==> src/rtl/bdma_pkg.sv <==
// Shared types for the burst byte-mover channel.
// Assumes an eight-clock byte slot, so the phase counter is three bits wide.
package bdma_pkg;
    localparam int PH_W = 3;
    typedef enum logic [1:0] {S_IDLE, S_SETUP, S_XFER, S_TAIL} seq_state_t;
endpackage

==> src/rtl/bdma_boff_gen.sv <==
// B-window offset generator: adds the mode-dependent adjustment, taken from
// the 2-bit byte index, to the base offset. Purely combinational. The sum
// wraps inside the window.
module bdma_boff_gen #(
    parameter int B_W = 8
) (
    input  logic [2:0]     mode,
    input  logic [1:0]     idx,
    input  logic [B_W-1:0] base,
    output logic [B_W-1:0] off
);
    logic [1:0] adj;

    // Pick the per-byte adjustment for the configured mode.
    always_comb begin
        unique case (mode)
            3'd1, 3'd5: adj = {1'b0, idx[0]};
            3'd3, 3'd7: adj = {1'b0, idx[1]};
            3'd4:       adj = idx;
            default:    adj = 2'd0;
        endcase
        off = base + B_W'(adj);
    end
endmodule

==> src/rtl/bdma_addr_filter.sv <==
// Access filter: flags A addresses that hit the control-register pages, and
// work-RAM port accesses on the B side whose A address is itself work RAM.
// Assumes a 24-bit A address and a B offset whose work-RAM port is 0x80.
module bdma_addr_filter #(
    parameter int A_W = 24,
    parameter int B_W = 8
) (
    input  logic [A_W-1:0] a,
    input  logic [B_W-1:0] b_off,
    output logic           a_ok,
    output logic           b_ok
);
    logic io_hit;
    logic a_is_wram;

    // Decode the forbidden A pages and the work-RAM clash.
    always_comb begin
        io_hit = ((a & A_W'(24'h40FF00)) == A_W'(24'h002100)) ||
                 ((a & A_W'(24'h40FE00)) == A_W'(24'h004000)) ||
                 ((a & A_W'(24'h40FFE0)) == A_W'(24'h004200)) ||
                 ((a & A_W'(24'h40FF80)) == A_W'(24'h004300));
        a_is_wram = (a[A_W-1:A_W-7] == 7'h3F) ||
                    ((a & A_W'(24'h40E000)) == '0);
        a_ok = !io_hit;
        b_ok = !((b_off == B_W'(8'h80)) && a_is_wram);
    end
endmodule

==> src/rtl/bdma_seq.sv <==
// Burst sequencer: runs the setup, per-byte and trailing eight-clock periods,
// counts bytes and turns abort into a stop at the next byte boundary.
// Assumes start is a pulse. Start is ignored while a burst runs.
module bdma_seq
    import bdma_pkg::*;
#(
    parameter int CNT_W = 16
) (
    input  logic             clk,
    input  logic             rst_n,
    input  logic             start,
    input  logic             abort,
    input  logic [CNT_W-1:0] count_init,
    output logic             busy,
    output logic             load,
    output logic             rd_slot,
    output logic             wr_slot,
    output logic             step
);
    localparam logic [PH_W-1:0] PH_LAST = '1;
    localparam logic [PH_W-1:0] PH_READ = PH_W'(3);

    seq_state_t       state;
    logic [PH_W-1:0]  ph;
    logic [CNT_W-1:0] cnt;
    logic             abort_pend;
    logic             stop_now;

    // Slot decode from state and phase.
    always_comb begin
        busy     = (state != S_IDLE);
        load     = (state == S_IDLE) && start;
        rd_slot  = (state == S_XFER) && (ph == PH_READ);
        wr_slot  = ((state == S_XFER) || (state == S_TAIL)) && (ph == '0);
        step     = (state == S_XFER) && (ph == PH_LAST);
        stop_now = abort || abort_pend;
    end

    // State, phase, byte count and pending-abort register.
    always_ff @(posedge clk) begin
        if (!rst_n) begin
            state      <= S_IDLE;
            ph         <= '0;
            cnt        <= '0;
            abort_pend <= 1'b0;
        end else begin
            unique case (state)
                S_IDLE: begin
                    ph <= '0;
                    if (start) begin
                        state      <= S_SETUP;
                        cnt        <= count_init;
                        abort_pend <= 1'b0;
                    end
                end
                S_SETUP: begin
                    ph         <= ph + 1'b1;
                    abort_pend <= stop_now;
                    if (ph == PH_LAST) state <= stop_now ? S_TAIL : S_XFER;
                end
                S_XFER: begin
                    ph         <= ph + 1'b1;
                    abort_pend <= stop_now;
                    if (ph == PH_LAST) begin
                        cnt <= cnt - 1'b1;
                        if (stop_now || (cnt == CNT_W'(1))) state <= S_TAIL;
                    end
                end
                S_TAIL: begin
                    ph <= ph + 1'b1;
                    if (ph == PH_LAST) state <= S_IDLE;
                end
                default: state <= S_IDLE;
            endcase
        end
    end

    // an accepted start makes the channel busy on the next cycle.
    p_start_busy_r2: assert property (@(posedge clk) disable iff (!rst_n)
        (start && !busy) |=> busy);

    // the byte count is untouched by start while a burst runs.
    p_restart_ignored_r2: assert property (@(posedge clk) disable iff (!rst_n)
        (busy && start && !step) |=> (cnt == $past(cnt)));

    // the channel goes idle only out of the trailing period.
    p_end_from_tail_r10: assert property (@(posedge clk) disable iff (!rst_n)
        (state == S_XFER) |=> (state != S_IDLE));
endmodule

==> src/rtl/bdma_channel.sv <==
// Top of the burst byte-mover channel: holds the latched configuration, the
// A offset, the byte index and the one-entry posted write. It drives both
// bus sides from the sequencer slots. Assumes the bus responders return
// read data combinationally in the read slot.
module bdma_channel #(
    parameter int D_W    = 8,
    parameter int B_W    = 8,
    parameter int BANK_W = 8,
    parameter int OFS_W  = 16,
    parameter int CNT_W  = 16
) (
    input  logic                    clk,
    input  logic                    rst_n,
    input  logic                    start,
    input  logic                    abort,
    input  logic                    cfg_dir,
    input  logic [2:0]              cfg_mode,
    input  logic [B_W-1:0]          cfg_boff,
    input  logic [BANK_W-1:0]       cfg_bank,
    input  logic [OFS_W-1:0]        cfg_ofs,
    input  logic                    cfg_fixed,
    input  logic                    cfg_reverse,
    input  logic [CNT_W-1:0]        cfg_count,
    output logic                    busy,
    output logic [BANK_W+OFS_W-1:0] a_addr,
    output logic                    a_rd,
    output logic                    a_wr,
    output logic [D_W-1:0]          a_wdata,
    input  logic [D_W-1:0]          a_rdata,
    output logic [B_W-1:0]          b_addr,
    output logic                    b_rd,
    output logic                    b_wr,
    output logic [D_W-1:0]          b_wdata,
    input  logic [D_W-1:0]          b_rdata
);
    localparam int A_W = BANK_W + OFS_W;

    logic              load, rd_slot, wr_slot, step;
    logic              dir_q, fixed_q, rev_q;
    logic [2:0]        mode_q;
    logic [B_W-1:0]    boff_q;
    logic [BANK_W-1:0] bank_q;
    logic [OFS_W-1:0]  ofs_q;
    logic [1:0]        idx_q;
    logic [A_W-1:0]    cur_a;
    logic [B_W-1:0]    cur_b;
    logic              a_ok, b_ok;
    logic [D_W-1:0]    rd_data;
    logic              pend_v, pend_to_a;
    logic [A_W-1:0]    pend_a;
    logic [B_W-1:0]    pend_b;
    logic [D_W-1:0]    pend_d;

    bdma_seq #(.CNT_W(CNT_W)) u_seq (
        .clk(clk), .rst_n(rst_n), .start(start), .abort(abort),
        .count_init(cfg_count), .busy(busy), .load(load),
        .rd_slot(rd_slot), .wr_slot(wr_slot), .step(step)
    );

    bdma_boff_gen #(.B_W(B_W)) u_boff (
        .mode(mode_q), .idx(idx_q), .base(boff_q), .off(cur_b)
    );

    bdma_addr_filter #(.A_W(A_W), .B_W(B_W)) u_filt (
        .a(cur_a), .b_off(cur_b), .a_ok(a_ok), .b_ok(b_ok)
    );

    // Current A address and the filtered read data for this byte.
    always_comb begin
        cur_a   = {bank_q, ofs_q};
        rd_data = dir_q ? (b_ok ? b_rdata : '0) : (a_ok ? a_rdata : '0);
    end

    // Bus strobes and address muxing between the read and the posted write.
    always_comb begin
        a_rd    = rd_slot && !dir_q && a_ok;
        b_rd    = rd_slot && dir_q && b_ok;
        a_wr    = wr_slot && pend_v && pend_to_a;
        b_wr    = wr_slot && pend_v && !pend_to_a;
        a_addr  = (wr_slot && pend_to_a) ? pend_a : cur_a;
        b_addr  = (wr_slot && !pend_to_a) ? pend_b : cur_b;
        a_wdata = pend_d;
        b_wdata = pend_d;
    end

    // Configuration latch, A offset stepping and byte index.
    always_ff @(posedge clk) begin
        if (!rst_n) begin
            dir_q <= 1'b0; fixed_q <= 1'b0; rev_q <= 1'b0;
            mode_q <= '0; boff_q <= '0; bank_q <= '0; ofs_q <= '0;
            idx_q <= '0;
        end else if (load) begin
            dir_q <= cfg_dir; fixed_q <= cfg_fixed; rev_q <= cfg_reverse;
            mode_q <= cfg_mode; boff_q <= cfg_boff; bank_q <= cfg_bank;
            ofs_q <= cfg_ofs; idx_q <= '0;
        end else if (step) begin
            idx_q <= idx_q + 1'b1;
            if (!fixed_q) ofs_q <= rev_q ? ofs_q - 1'b1 : ofs_q + 1'b1;
        end
    end

    // Posted write register: filled by the read slot, drained by the write slot.
    always_ff @(posedge clk) begin
        if (!rst_n) begin
            pend_v <= 1'b0; pend_to_a <= 1'b0;
            pend_a <= '0; pend_b <= '0; pend_d <= '0;
        end else if (load || wr_slot) begin
            pend_v <= 1'b0;
        end else if (rd_slot) begin
            pend_v    <= dir_q ? a_ok : b_ok;
            pend_to_a <= dir_q;
            pend_a    <= cur_a;
            pend_b    <= cur_b;
            pend_d    <= rd_data;
        end
    end

    // no bus activity while idle.
    p_idle_quiet_r1: assert property (@(posedge clk) disable iff (!rst_n)
        !busy |-> !(a_rd || a_wr || b_rd || b_wr));

    // at most one strobe per cycle.
    p_one_strobe_r3: assert property (@(posedge clk) disable iff (!rst_n)
        $countones({a_rd, a_wr, b_rd, b_wr}) <= 1);

    // the bank stays fixed for the whole burst.
    p_bank_hold_r6: assert property (@(posedge clk) disable iff (!rst_n)
        (busy && !load) |=> (bank_q == $past(bank_q)));

    // a fixed burst keeps its A offset across a byte step.
    p_fixed_hold_r6: assert property (@(posedge clk) disable iff (!rst_n)
        (step && fixed_q) |=> $stable(ofs_q));

    // no A strobe reaches a control-register page.
    p_a_filter_r8: assert property (@(posedge clk) disable iff (!rst_n)
        (a_rd || a_wr) |->
            !(((a_addr & A_W'(24'h40FF00)) == A_W'(24'h002100)) ||
              ((a_addr & A_W'(24'h40FE00)) == A_W'(24'h004000)) ||
              ((a_addr & A_W'(24'h40FFE0)) == A_W'(24'h004200)) ||
              ((a_addr & A_W'(24'h40FF80)) == A_W'(24'h004300))));

    // no work-RAM to work-RAM write through the B port.
    p_wram_clash_r9: assert property (@(posedge clk) disable iff (!rst_n)
        (b_wr && (b_addr == B_W'(8'h80))) |->
            ((pend_a[A_W-1:A_W-7] != 7'h3F) &&
             ((pend_a & A_W'(24'h40E000)) != '0)));
endmodule

==> config.mk <==
export PLATFORM = sky130hd
export DESIGN_NAME = bdma_channel
export DESIGN_NICKNAME = d
export VERILOG_FILES = /design/src/rtl/bdma_pkg.sv /design/src/rtl/bdma_boff_gen.sv /design/src/rtl/bdma_addr_filter.sv /design/src/rtl/bdma_seq.sv /design/src/rtl/bdma_channel.sv
export SDC_FILE = /design/constraint.sdc
export NUM_CORES = 1
export LEC_CHECK = 0
export BUFFER_PORTS_ARGS = -buffer_cell sky130_fd_sc_hd__clkbuf_2
export CAP_MARGIN = 20
export CORE_ASPECT_RATIO = 0.7
export CORE_MARGIN = 2
export CORE_UTILIZATION = 52
export CTS_BUF_LIST = sky130_fd_sc_hd__clkbuf_8
export DETAILED_ROUTE_END_ITERATION = 10
export PLACE_DENSITY_LB_ADDON = 0.25
export SLEW_MARGIN = 20
export SYNTH_ARGS = -nofsm -noshare
export SYNTH_HDL_FRONTEND = slang
export SYNTH_SLANG_ARGS = --single-unit
==> constraint.sdc <==
create_clock -name clk -period 2.9 [get_ports clk]
set_input_delay 0.145 -clock clk [delete_from_list [all_inputs] [get_ports clk]]
set_output_delay 0.145 -clock clk [all_outputs]
set_load 0.005 [all_outputs]
; After elaboration in Yosys (flattened, before gate mapping)
; Cells that the tools add are included.
; Widths: inputs -> output; s select.
[classes]
shifts = 0
n_bitwise = 2
n_addsub = 6
eq_ne = 23
n_reduce_logical = 44
n_mux = 24
order_cmp = 0
n_div = 0
multipliers = 0
[ops]
columns = operator, n
row1 = $mux 16, 6
row2 = $mux 8, 4
row3 = $pmux 16 s2, 1
row4 = $sub 16x1->16 const B, 2
row5 = $logic_not 24->1, 1
row6 = $mux 24, 1
row7 = $add 16x1->16 const B, 1
row8 = $eq 16x1->1 const B, 1
row9 = $logic_and 1x1->1, 14
row10 = $eq 12x10->1 const B, 1
row11 = $eq 3x3->1 const B, 4
row12 = $eq 10x8->1 const B, 1
row13 = $mux 2, 5
row14 = $ne 2x2->1 const B, 5
row15 = $reduce_or 2->1, 5
row16 = $eq 9x6->1 const B, 1
row17 = $add 8x2->8, 1
row18 = $eq 8x6->1 const B, 1
row19 = $eq 8x8->1 const B, 1
row20 = $logic_or 1x1->1, 8
row21 = $pmux 2 s4, 1
row22 = $reduce_bool 2->1, 4
row23 = $eq 7x6->1 const B, 1
row24 = $eq 3x2->1 const B, 2
row25 = other kinds (18), 27
[word_totals]
n_memories = 0
output_inout_bits = 53
reg_bits = 104
ram_bits = 0
input_bits = 74
romBits = 0
latchBits = 0

; Logic depth before layout (Yosys ltp)
[logic_depth]
word_depth = 8
mapped_depth = 11
depth_no_buf = 11

; Cells and area by module
; A second synthesis with hierarchy kept.
[unflattened]
cells_unflattened = 741
hier_area_um2 = 6075.8
[modules_own_cells]
columns = module, cells_each, n_inst, seq_area_each_um2, area_per_inst_um2
row1 = bdma_channel, 513, 1, 1641.6, 4244.1
row2 = bdma_seq, 189, 1, 440.4, 1532.7
row3 = bdma_boff_gen, 25, 1, 0.0, 191.4
row4 = bdma_addr_filter, 14, 1, 0.0, 107.6

; Least setup slack after synthesis
; No wires, ideal clock.
[synth_path]
kind = register -> register
startpoint = register mode_q[0]
endpoint = register pend_d[5], in the netlist a_wdata[5]
setup_slack_ps = 47
path_stages_with_launch = 12
required_ps = 2783
n_path_buf = 0
arrival_time_ps = 2736
setup_time_ps = 117
path_cell_list = dfxtp_1 -> o21ai_0 -> o21ai_0 -> ha_1 -> inv_1 -> fa_1 -> xnor2_1 -> or3b_2 -> a2111oi_4 -> a41oi_4 -> and2_4 -> a32o_1
[synth_between]
elab_chain_len = 8
[synth_rtl]
columns = item, line_no
row1 = from (decl), bdma_channel.sv:40  ; logic [2:0] mode_q;
row2 = from (signal assigned), bdma_channel.sv:94  ; mode_q <= cfg_mode; boff_q <= cfg_boff; bank_q <= cfg_bank;
row3 = "$eq 3x2->1, or another cell as far along", bdma_boff_gen.sv:16  ; unique case (mode)
row4 = $reduce_or 2->1, bdma_boff_gen.sv:16
row5 = $pmux 2 s3 (*), bdma_boff_gen.sv:16
row6 = $add 8x2->8 (*), bdma_boff_gen.sv:22  ; off = base + B_W'(adj);
row7 = $eq 8x8->1 (*), bdma_addr_filter.sv:25  ; b_ok = !((b_off == B_W'(8'h80)) && a_is_wram);
row8 = $logic_and 1x1->1 (*), bdma_addr_filter.sv:25
row9 = $mux 8 (*) (2 in a row), bdma_channel.sv:71  ; rd_data = dir_q ? (b_ok ? b_rdata : '0) : (a_ok ? a_rdata : '0);
row10 = to (signal assigned), bdma_channel.sv:114  ; pend_d <= rd_data;
row11 = to (decl), bdma_channel.sv:52  ; logic [D_W-1:0] pend_d;
; Mark *: on every way between the ends. The rest lies on a longest branch, timed or not.
; A chain may end at the register's enable or synchronous reset.

; Final worst setup path
[layout_path]
startpoint = register mode_q[0]
endpoint = output b_rd
[layout_between]
elab_chain_len = 8
[layout_rtl]
columns = item, line_no
row1 = "$eq 3x2->1, or another cell as far along", bdma_boff_gen.sv:16
row2 = $reduce_or 2->1, bdma_boff_gen.sv:16
row3 = $pmux 2 s3 (*), bdma_boff_gen.sv:16
row4 = $add 8x2->8 (*), bdma_boff_gen.sv:22
row5 = $eq 8x8->1 (*), bdma_addr_filter.sv:25
row6 = $logic_and 1x1->1 (*), bdma_addr_filter.sv:25
row7 = $logic_not 1->1 (*), bdma_addr_filter.sv:25
row8 = $logic_and 1x1->1 (*), bdma_channel.sv:77  ; b_rd = rd_slot && dir_q && b_ok;
row9 = to (decl), bdma_channel.sv:31  ; output logic b_rd,
; Marked as above.

==> metrics.txt <==
r2r endpoint=a_wdata[4]; Hold EP=ofs_q[13]; CP startpoint kind=flop; CTS root buf=clkbuf_8; vias in the first global route=5473; Tot Pwr=5.237 mW; slowest cell delay on critical path=530 ps; first-pass GRT wire length=25.91 mm; min-delay worst type=in -> reg; io pins=127; met3 routed WL=781 um; reg2reg start=mode_q[0]; clock sinks=104; CP arrival=2860 ps; Hold Fails Final Rpt=0; Critical path buffers and inverters=3; synthesis-stage register bit count=104; CP endpoint kind=output port; pwr dens=713.3 nW/um^2; largest net degree at the start of global routing=52; Congestion Overflow GR=0; GP Congestion=0.8867; Yosys warnings=0; cell family with most CP delay=simple AND/OR/NAND/NOR gates; Core Footprint=11170 um^2; Min-Delay Startpoint=cfg_ofs[13]; Unique masters post-synth=63; Worst slew margin=46.56%; Total Wirelength=15.70 mm; # rows=32; Max clock buf depth=2; Setup Skew=6.631 ps; unrepaired setup endpoints after global routing=true; Cells after Synth=737; number of max-cap violations=0; mapped cell area=6041 um^2; Worst-Skew Late Latency=380 ps; CTS tree=built; Die W=132.8 um; sequential area share after synthesis=34.47%; commonest cells after routing, fill and taps aside=nand2_1 (151), clkbuf_2 (126), dfxtp_1 (101), a21boi_0 (52), nor2_1 (45); Most used DFF post-synth=dfxtp_1; drt wl/cell=15.30 um; CTS Buf Count=9; status=finished, violations left; Final nets=970; wire length on met1=7.507 mm; Final Instance Area=7342 um^2; cell at the slowest stage of the critical path=or4_4; drt pass-1 iters=5; Post-DRT Antenna Nets=0; min Tclk post-route=3003 ps; EDFF count, synth=0; Avg Inst Size Synth=8.196 um^2; r2r setup slk=30 ps; Max FO, Critical Path=4; dpl cell area=6804 um^2; Pins Over Slew Limit=0; post-place setup slack=-209.9 ps; drc violations=0; Worst Slack Setup Final=-102.8 ps; maximum vdd drop=0.4174 mV; 1st-iter DRT viols=389; Worst EP required=2760 ps; Vias=5740; Synth async-reset ratio=0%; period utilisation layout=103.5%; CP Class=reg -> out; commonest non-fill, non-tap cell in the layout=nand2_1; Worst Hold Path Cells=3; CP cell instances=buf_4 > nor2_2 > nand3_2 > inv_1 > ha_1 > a21oi_1 > or4_4 > a2111oi_4 > a41oi_4 > and2_4 > clkbuf_2; H-tree levels=3; Initial Utilization=54.08%; Die Y=94.18 um; Die ar.=12510 um^2; Tightest Pin Transition=797.3 ps; LEAKAGE=3.114 nW; fmax=333.0 MHz; area delta synth->final=21.54%; final core occ=65.73%; # setup viols final=1; initial antenna violation count=0; Antenna Cells=0; HPWL Detailed=11.04 mm; routed wl met2=7.191 mm; DR vias/cell=5.595; Worst-path clk slew=100 ps; failing checks=negative setup slack; Total Routing Usage GR=25.54%; top sig layer=met4; Port Buffer Count=126; depth of the worst register-to-register path=13; ratio of cells with drive above 1 in the final layout=27.26%; Mapped Nets=839
cells by family after synthesis:
kind of cell             Yosys count  share of synthesized area (%)
AND/OR/NAND/NOR                  269                          19.99
XOR/XNOR                          18                          2.610
buffers and inverters             75                          5.157
multiplexers                      36                          6.587
AO/OA/AOI/OAI                    207                          25.15
flip-flops                       104                          34.47
adder cells (fa/ha/maj)           28                          6.048
per-stage QoR:
step,TNS [ps],hold slack (ps),instances
floorplan,0,276.8,737
global placement,-256.4,382.2,985
detailed placement,-1259,386.4,985
CTS,-105.2,0.8197,1025
global route,-889.2,6.940,1026
finish,-102.8,6.600,1026
state kept, by name, indices dropped and copies added, names as in the netlist, 2 cells and up:
register     cells
u_seq.state      2
ofs_q           16
pend_b           8
mode_q           3
idx_q            2
a_wdata          8
bank_q           8
u_seq.ph         3
pend_a          24
boff_q           8
u_seq.cnt       16
power breakdown:
group | switching, mW | internal, mW
combinational | 1.25 | 1.00
clock | 0.525 | 0.575
sequential | 0.244 | 1.65
worst reg2reg max path, cell delays in order, from the launching register on:
cell       delay, ps
dfxtp_2          360
buf_4            110
nor2_2            40
nand3_2          100
inv_1             60
ha_1             280
a21oi_1          110
or4_4            530
a2111oi_4        460
a41oi_4          160
buf_4            170
buf_6            120
a221oi_2         210
nor2_1            70
cell type report:
cell class,count,area (um^2)
Fill cell,963,3829
Multi-Input combinational cell,558,3694
Sequential cell,104,2086
Timing Repair Buffer,171,1040
Tap cell,153,191.4
Clock buffer,9,123.9
Clock inverter,7,117.6
Inverter,24,90.09
per-layer routing:
metal  GRT usage [%]  vias up
met3           4.639       25
li1                -     2875
met5               0        -
met1           33.84     2683
met2           42.49      157
met4           8.065        0
synthesized netlist by cell type (all sizes together), types with 3 or more instances:
cell type | n | share of area [%]
a21o | 3 | 0.37
o31ai | 3 | 0.37
o211a | 10 | 1.7
or3 | 4 | 0.58
buf | 12 | 1.2
and3 | 5 | 0.52
or4 | 4 | 0.62
nand4 | 7 | 0.72
a221oi | 5 | 0.72
o221a | 10 | 1.9
a41oi | 6 | 1.2
and2 | 9 | 0.97
a21oi | 31 | 2.6
a21boi | 53 | 6.6
mux2 | 30 | 5.6
nor4 | 4 | 0.41
nor2b | 4 | 0.41
nand3 | 15 | 1.3
a32o | 3 | 0.50
clkbuf | 39 | 2.4
ha | 26 | 5.4
o211ai | 9 | 1.1
a31oi | 14 | 1.6
dfxtp | 104 | 34
nor3 | 9 | 0.83
mux2i | 6 | 0.99
o21ba | 5 | 0.83
xor2 | 4 | 0.58
inv | 23 | 1.4
nand2 | 151 | 9.4
or2 | 3 | 0.31
o21ai | 38 | 3.1
a211oi | 3 | 0.37
xnor2 | 14 | 2.0
nor2 | 46 | 2.9
worst max-delay path by stage:
stage	start	to	slack, ps	cells after the start
detailed placement	mode_q[0]	a_wdata[7]	-210	11
global placement	mode_q[0]	a_wdata[5]	-90	11
finish	mode_q[0]	b_rd	-100	11
floorplan	mode_q[0]	a_wdata[5]	50	11
CTS	mode_q[0]	b_rd	-110	10
global route	mode_q[0]	b_rd	-230	10
repair_timing:
action / in CTS / in global routing
pin swaps: 6 / 2
hold buffers: 22 / 0
setup endpoints to repair: 10 / 9
hold endpoints to repair: 22 / 0
gates resized for setup: 10 / 7
buffers inserted: 2 / 2
No activity file was read; power rests on OpenSTA's default activity.
